--- src/rtl/phy_eng_pkg.sv ---
package phy_eng_pkg;
  localparam int DEV_W   = 5;
  localparam int IADDR_W = 16;
  localparam int BUS_AW  = 12;
  localparam int OFS_W   = 9;
  localparam int PAGE_W  = DEV_W + (IADDR_W - OFS_W);
  localparam logic [BUS_AW-1:0] PAGE_OFS = 12'h800;
  localparam logic [IADDR_W-1:0] CMD_CTL = 16'h80A0;
  localparam logic [IADDR_W-1:0] CMD_ADR = 16'h80A1;
  localparam logic [IADDR_W-1:0] CMD_DAT = 16'h80A2;
  typedef enum logic [2:0] {S_IDLE, S_POLL, S_WAIT, S_ADDR, S_DATA, S_GO, S_FETCH} seq_st_t;
  typedef enum logic [1:0] {W_IDLE, W_PAGE, W_ACC} win_st_t;
endpackage

--- src/rtl/phy_eng_gap.sv ---
module phy_eng_gap #(
  parameter int GAP = 625
) (
  input  logic clk,
  input  logic rst_n,
  input  logic load,
  output logic expired
);
  localparam int CW = $clog2(GAP + 1);
  logic [CW-1:0] cnt;

  always_ff @(posedge clk) begin
    if (!rst_n) cnt <= '0;
    else if (load) cnt <= CW'(GAP);
    else if (cnt != '0) cnt <= cnt - 1'b1;
  end

  assign expired = (cnt == '0);
endmodule

--- src/rtl/phy_eng_window.sv ---
module phy_eng_window import phy_eng_pkg::*; #(
  parameter int DATA_W = 32
) (
  input  logic               clk,
  input  logic               rst_n,
  input  logic               op_valid,
  input  logic               op_write,
  input  logic [DEV_W-1:0]   op_dev,
  input  logic [IADDR_W-1:0] op_addr,
  input  logic [DATA_W-1:0]  op_wdata,
  output logic               op_done,
  output logic [DATA_W-1:0]  op_rdata,
  output logic [BUS_AW-1:0]  bus_addr,
  output logic               bus_wr,
  output logic               bus_rd,
  output logic [DATA_W-1:0]  bus_wdata,
  input  logic [DATA_W-1:0]  bus_rdata,
  input  logic               bus_ack
);
  localparam int OPAD = BUS_AW - OFS_W - 2;

  win_st_t            st;
  logic               l_write;
  logic [DEV_W-1:0]   l_dev;
  logic [IADDR_W-1:0] l_addr;
  logic [DATA_W-1:0]  l_wdata;
  logic [PAGE_W-1:0]  page_val;
  logic [BUS_AW-1:0]  win_ofs;

  always_ff @(posedge clk) begin
    if (!rst_n) begin
      st <= W_IDLE;
      l_write <= 1'b0;
      l_dev <= '0;
      l_addr <= '0;
      l_wdata <= '0;
    end else begin
      case (st)
        W_IDLE: if (op_valid) begin
          l_write <= op_write;
          l_dev <= op_dev;
          l_addr <= op_addr;
          l_wdata <= op_wdata;
          st <= W_PAGE;
        end
        W_PAGE: if (bus_ack) st <= W_ACC;
        W_ACC:  if (bus_ack) st <= W_IDLE;
        default: st <= W_IDLE;
      endcase
    end
  end

  assign page_val  = {l_dev, l_addr[IADDR_W-1:OFS_W]};
  assign win_ofs   = {{OPAD{1'b0}}, l_addr[OFS_W-1:0], 2'b00};
  assign bus_wr    = (st == W_PAGE) || ((st == W_ACC) && l_write);
  assign bus_rd    = (st == W_ACC) && !l_write;
  assign bus_addr  = (st == W_PAGE) ? PAGE_OFS : win_ofs;
  assign bus_wdata = (st == W_PAGE) ? {{(DATA_W-PAGE_W){1'b0}}, page_val} : l_wdata;
  assign op_done   = (st == W_ACC) && bus_ack;
  assign op_rdata  = bus_rdata;

  assert_one_strobe_R9: assert property (@(posedge clk) disable iff (!rst_n)
    !(bus_rd && bus_wr));
  assert_hold_until_ack_R9: assert property (@(posedge clk) disable iff (!rst_n)
    ((bus_rd || bus_wr) && !bus_ack) |=> ($stable(bus_addr) && $stable(bus_wr)
      && $stable(bus_rd) && $stable(bus_wdata)));
  assert_page_before_read_R1: assert property (@(posedge clk) disable iff (!rst_n)
    $rose(bus_rd) |-> $past(bus_wr && bus_ack && (bus_addr == PAGE_OFS)));
endmodule

--- src/rtl/phy_eng_seq.sv ---
module phy_eng_seq import phy_eng_pkg::*; #(
  parameter int DATA_W   = 32,
  parameter int POLL_MAX = 1000
) (
  input  logic               clk,
  input  logic               rst_n,
  input  logic               req_valid,
  output logic               req_ready,
  input  logic               req_write,
  input  logic [DEV_W-1:0]   req_dev,
  input  logic [IADDR_W-1:0] req_addr,
  input  logic [DATA_W-1:0]  req_wdata,
  output logic               rsp_done,
  output logic               rsp_err,
  output logic [DATA_W-1:0]  rsp_rdata,
  output logic               op_valid,
  output logic               op_write,
  output logic [DEV_W-1:0]   op_dev,
  output logic [IADDR_W-1:0] op_addr,
  output logic [DATA_W-1:0]  op_wdata,
  input  logic               op_done,
  input  logic [DATA_W-1:0]  op_rdata,
  output logic               gap_load,
  input  logic               gap_done
);
  localparam int PW = $clog2(POLL_MAX + 1);
  localparam logic [PW-1:0] LAST_POLL = PW'(POLL_MAX - 1);

  seq_st_t            st;
  logic               after_cmd;
  logic [PW-1:0]      polls;
  logic               r_write;
  logic [DEV_W-1:0]   r_dev;
  logic [IADDR_W-1:0] r_addr;
  logic [DATA_W-1:0]  r_wdata;
  logic               busy;

  assign busy      = op_rdata[0];
  assign req_ready = (st == S_IDLE);
  assign op_dev    = r_dev;
  assign op_valid  = (st == S_POLL) || (st == S_ADDR) || (st == S_DATA)
                  || (st == S_GO) || (st == S_FETCH);
  assign op_write  = (st == S_ADDR) || (st == S_DATA) || (st == S_GO);
  assign gap_load  = (st == S_POLL) && op_done && busy && (polls != LAST_POLL);

  always_comb begin
    op_addr  = CMD_CTL;
    op_wdata = '0;
    case (st)
      S_ADDR: begin
        op_addr  = CMD_ADR;
        op_wdata = {{(DATA_W-IADDR_W){1'b0}}, r_addr};
      end
      S_DATA: begin
        op_addr  = CMD_DAT;
        op_wdata = r_wdata;
      end
      S_GO:    op_wdata = {{(DATA_W-2){1'b0}}, r_write, 1'b1};
      S_FETCH: op_addr  = CMD_DAT;
      default: op_addr  = CMD_CTL;
    endcase
  end

  always_ff @(posedge clk) begin
    if (!rst_n) begin
      st <= S_IDLE;
      after_cmd <= 1'b0;
      polls <= '0;
      r_write <= 1'b0;
      r_dev <= '0;
      r_addr <= '0;
      r_wdata <= '0;
      rsp_done <= 1'b0;
      rsp_err <= 1'b0;
      rsp_rdata <= '0;
    end else begin
      rsp_done <= 1'b0;
      rsp_err <= 1'b0;
      case (st)
        S_IDLE: if (req_valid) begin
          r_write <= req_write;
          r_dev <= req_dev;
          r_addr <= req_addr;
          r_wdata <= req_wdata;
          after_cmd <= 1'b0;
          polls <= '0;
          st <= S_POLL;
        end
        S_POLL: if (op_done) begin
          if (busy) begin
            if (polls == LAST_POLL) begin
              st <= S_IDLE;
              rsp_done <= 1'b1;
              rsp_err <= 1'b1;
            end else begin
              polls <= polls + 1'b1;
              st <= S_WAIT;
            end
          end else begin
            polls <= '0;
            st <= after_cmd ? S_FETCH : S_ADDR;
          end
        end
        S_WAIT: if (gap_done) st <= S_POLL;
        S_ADDR: if (op_done) st <= r_write ? S_DATA : S_GO;
        S_DATA: if (op_done) st <= S_GO;
        S_GO: if (op_done) begin
          if (r_write) begin
            st <= S_IDLE;
            rsp_done <= 1'b1;
          end else begin
            after_cmd <= 1'b1;
            st <= S_POLL;
          end
        end
        S_FETCH: if (op_done) begin
          st <= S_IDLE;
          rsp_done <= 1'b1;
          rsp_rdata <= op_rdata;
        end
        default: st <= S_IDLE;
      endcase
    end
  end

  assert_ready_drops_R7: assert property (@(posedge clk) disable iff (!rst_n)
    (req_valid && req_ready) |=> !req_ready);
  assert_done_with_ready_R7: assert property (@(posedge clk) disable iff (!rst_n)
    rsp_done |-> req_ready);
  assert_done_pulse_R8: assert property (@(posedge clk) disable iff (!rst_n)
    rsp_done |=> !rsp_done);
  assert_err_only_with_done_R6: assert property (@(posedge clk) disable iff (!rst_n)
    rsp_err |-> rsp_done);
endmodule

--- src/rtl/phy_reg_engine.sv ---
module phy_reg_engine import phy_eng_pkg::*; #(
  parameter int DATA_W   = 32,
  parameter int POLL_GAP = 625,
  parameter int POLL_MAX = 1000
) (
  input  logic               clk,
  input  logic               rst_n,
  input  logic               req_valid,
  output logic               req_ready,
  input  logic               req_write,
  input  logic [DEV_W-1:0]   req_dev,
  input  logic [IADDR_W-1:0] req_addr,
  input  logic [DATA_W-1:0]  req_wdata,
  output logic               rsp_done,
  output logic               rsp_err,
  output logic [DATA_W-1:0]  rsp_rdata,
  output logic [BUS_AW-1:0]  bus_addr,
  output logic               bus_wr,
  output logic               bus_rd,
  output logic [DATA_W-1:0]  bus_wdata,
  input  logic [DATA_W-1:0]  bus_rdata,
  input  logic               bus_ack
);
  logic               op_valid, op_write, op_done, gap_load, gap_done;
  logic [DEV_W-1:0]   op_dev;
  logic [IADDR_W-1:0] op_addr;
  logic [DATA_W-1:0]  op_wdata, op_rdata;

  phy_eng_seq #(.DATA_W(DATA_W), .POLL_MAX(POLL_MAX)) u_seq (
    .clk, .rst_n, .req_valid, .req_ready, .req_write, .req_dev, .req_addr,
    .req_wdata, .rsp_done, .rsp_err, .rsp_rdata, .op_valid, .op_write,
    .op_dev, .op_addr, .op_wdata, .op_done, .op_rdata, .gap_load, .gap_done
  );

  phy_eng_gap #(.GAP(POLL_GAP)) u_gap (
    .clk, .rst_n, .load(gap_load), .expired(gap_done)
  );

  phy_eng_window #(.DATA_W(DATA_W)) u_win (
    .clk, .rst_n, .op_valid, .op_write, .op_dev, .op_addr, .op_wdata,
    .op_done, .op_rdata, .bus_addr, .bus_wr, .bus_rd, .bus_wdata,
    .bus_rdata, .bus_ack
  );
endmodule

--- config.mk ---
export PLATFORM = sky130hd
export DESIGN_NAME = phy_reg_engine
export DESIGN_NICKNAME = d
export VERILOG_FILES = /design/src/rtl/phy_eng_pkg.sv /design/src/rtl/phy_eng_gap.sv /design/src/rtl/phy_eng_window.sv /design/src/rtl/phy_eng_seq.sv /design/src/rtl/phy_reg_engine.sv
export SDC_FILE = /design/constraint.sdc
export NUM_CORES = 1
export LEC_CHECK = 0
export BUFFER_PORTS_ARGS = -buffer_cell sky130_fd_sc_hd__clkbuf_2
export CAP_MARGIN = 20
export CORE_MARGIN = 2
export CORE_UTILIZATION = 45
export CTS_CLUSTER_SIZE = 40
export DETAILED_ROUTE_END_ITERATION = 10
export PLACE_DENSITY = 0.69
export SKIP_CTS_REPAIR_TIMING = 1
export SLEW_MARGIN = 30
export SYNTH_ARGS = -nofsm -noshare
export SYNTH_HDL_FRONTEND = slang
export SYNTH_HIERARCHICAL = 1
export SYNTH_SLANG_ARGS = --single-unit
--- constraint.sdc ---
create_clock -name clk -period 2.9 [get_ports clk]
set_input_delay 0.29 -clock clk [delete_from_list [all_inputs] [get_ports clk]]
set_output_delay 0.29 -clock clk [all_outputs]
set_load 0.01 [all_outputs]
==> results.yml <==
timing:
  tns_ns: 0
  tightest_slew_ns: 0.836
  hold_viol_final: 0
  rsz0062_at_grt: "false"
  finalMaxSlewViolations: 0
  fmax_ghz: 0.409
  setup_violations: 0
  fin_skew_ns: 0.00937
  fin_crit_ns: 2.44
  relSlewSlack_pct: 44.1
  finalCritPeriodShare_pct: 84.3
clock_network:
  cts_max_path_buffers: 2
  clock_sinks: 168
  clk_pin_slew_worst_paths_ns: 0.07
  insertion_delay_ns: 0.43
  tritoncts: "done"
  numCtsBuffers: 17
  root_buffer: "clkbuf_16"
  h-tree-depth: 4
pwr:
  seqPwrFrac_pct: 45.2
  vdd_drop_max_mv: 0.420
  clockPowerShare_pct: 39.4
  leakagePower_uw: 0.00378
  power.total_uw: 5660
  combPwrFrac_pct: 15.4
  p_sw_uw: 1520
  internal_power_uw: 4140
  swShare_pct: 26.8
  power_density_nw_per_um2: 628
route:
  drt_first_pass_iters: 4
  viasPerCell: 4.91
  wire_per_inst_um: 13.6
  ant_nets: 0
  drc: 0
  routed_wl_um: 17500
  drt_iter0_drc: 323
  num_vias: 6324
placement:
  placement.io_buffers: 168
  detailed_place_hpwl_um: 11800
  gp_congestion: 0.857
die:
  die_area_um2: 18500
  io_pins: 171
  die_x_um: 136
  die_height_um: 136
  core_area_um2: 17200
  rows: 48
  start_util_pct: 45.6
grt:
  met2_usage_pct: 29.8
  grt_pass1_vias: 5742
  busiest_layer: "met2"
  gr-total-overflow: 0
  track_usage_pct: 19.1
  grt_pass1_wl_um: 28200
  met3_usage_pct: 5.00
  use_met1_pct: 25.6
  antenna_found_initial: 0
  grt_max_degree: 76
setup_path:
  endpoint_kind: "register"
  rr_endpoint: "u_gap/cnt[7]"
  cp-start-kind: "register"
  critical_path_arrival_ns: 2.76
  reg2regPathDepth: 7
  reg2reg_slack_ns: 0.46
  crit_type: "register to register"
  path_max_fanout: 20
  cp.required_ns: 3.22
  crit_start: "u_seq/st[0]"
  r2r_start: "u_seq/st[0]"
  cp-endpoint: "u_gap/cnt[7]"
yosys:
  yosysWarnings: 6
  synth_top_area_share_pct: 42.9
  yosysTopAreaCell: "dfxtp_1"
  ys.flop_type: "dfxtp_1"
  syn_area_um2: 7840
  synth-seq-cells: 168
  synth_cell_type_count: 69
  async_reset_ff_share_pct: 0
  ys_seq_area_share_pct: 42.9
  avgSynthCellArea_um2: 8.24
  syn_inst: 951
  synth-edff-count: 0
  synth_area_leaders: "dfxtp_1 43%, nand2_1 14%, mux2i_1 7.3%"
min_path:
  min-delay-path-class: "input pin to register"
  min-delay-start: "req_wdata[12]"
layout:
  final_common_cell: "nand2_1"
  area_growth_pct: 15.0
  layout_common_cells: "296 x nand2_1, 168 x dfxtp_1, 167 x clkbuf_2"
  nNetsFinal: 1143
  drive_above_1_share_pct: 22.9
  diodes: 0
flow_run:
  maxCapViolCount: 0
outcome:
  run_status: "finished, final reports clean"
## stage by stage
step                cells  hold slack (ns)  utilization [%]  setup slack (ns)  cell area (um^2)
global placement     1257            0.437             49.1             0.592              8430
global route         1288           0.0646             52.5             0.265              9010
detailed placement   1257            0.442             49.1             0.481              8430
finish               1288           0.0793             52.5             0.456              9010
CTS                  1288           0.0599             52.5             0.445              9010
floorplan             964            0.407                -             0.749              7890
## power groups by stage
stage	clock (uW)	combinational, uW	sequential, uW
after floorplan	0	758	2570
after CTS	2290	883	2560
after global routing	2380	973	2580
final	2230	873	2560
after global placement	0	869	2600
after detailed placement	0	880	2610
## how the worst min path moves through the flow
stage	end	cells after the start
6_report	u_seq/r_wdata[12]	3
5_1_grt	u_seq/rsp_rdata[17]	3
2_1_floorplan	u_gap/cnt[0]	1
4_1_cts	u_seq/r_wdata[1]	3
3_5_place_dp	u_seq/r_wdata[23]	2
3_3_place_gp	u_seq/r_wdata[29]	2
## cell families (layout without fill, tap and decap cells)
kind of cell	count (synthesis)	after routing	share of synthesized area (%)
multiplexers	70	70	9.58
adder cells (fa/ha/maj)	2	2	0.319
AO/OA/AOI/OAI	157	157	12.4
AND/OR/NAND/NOR	425	425	24.8
other	3	16	0.144
XOR/XNOR	1	1	0.112
buffers and inverters	125	224	9.79
flip-flops	168	168	42.9
## synthesized netlist by cell type (4+ instances only)
library cell	instances
a21oi_1	97
a22o_1	14
and2_1	48
buf_2	17
buf_4	50
buf_8	5
clkbuf_1	37
dfxtp_1	168
inv_1	10
mux2_2	4
mux2_4	9
mux2i_1	57
nand2_1	297
nand2b_1	8
nand3b_1	6
nor2_1	18
nor2b_1	5
nor3_1	7
o21a_1	4
o21ai_0	9
o31ai_1	8
or3_1	5
## cell type report
type / instances / area, um^2
clock buffer: 21 / 460
clock inverter: 10 / 119
fill: 1686 / 8170
inverter: 11 / 43.8
multi-input combinational: 671 / 3770
sequential: 168 / 3360
tap: 225 / 282
timing repair buffer: 182 / 973
## metal layers
layer / routed length (um) / share of wire [%]
met5: 0 / 0
met4: 203 / 1.2
met3: 992 / 5.7
met2: 7840 / 45
met1: 8470 / 48
## sequential cells by signal, summed over array words and instances (netlist names)
register,count
u_gap/cnt,10
u_seq/after_cmd,1
u_seq/op_dev,5
u_seq/polls,10
u_seq/r_addr,16
u_seq/r_wdata,32
u_seq/r_write,1
u_seq/rsp_done,1
u_seq/rsp_err,1
u_seq/rsp_rdata,32
u_seq/st,3
u_win/l_addr,16
u_win/l_dev,5
u_win/l_wdata,32
u_win/l_write,1
u_win/st,2
## critical path: stages (launching register included)
cell and delay, ns:
dfxtp_1 0.71, and4bb_1 0.59, o311ai_4 0.24, inv_1 0.29
nand2b_1 0.30, nor2_1 0.07, nand4_1 0.09, nand2_1 0.05
No activity file was read; power rests on OpenSTA's default activity.
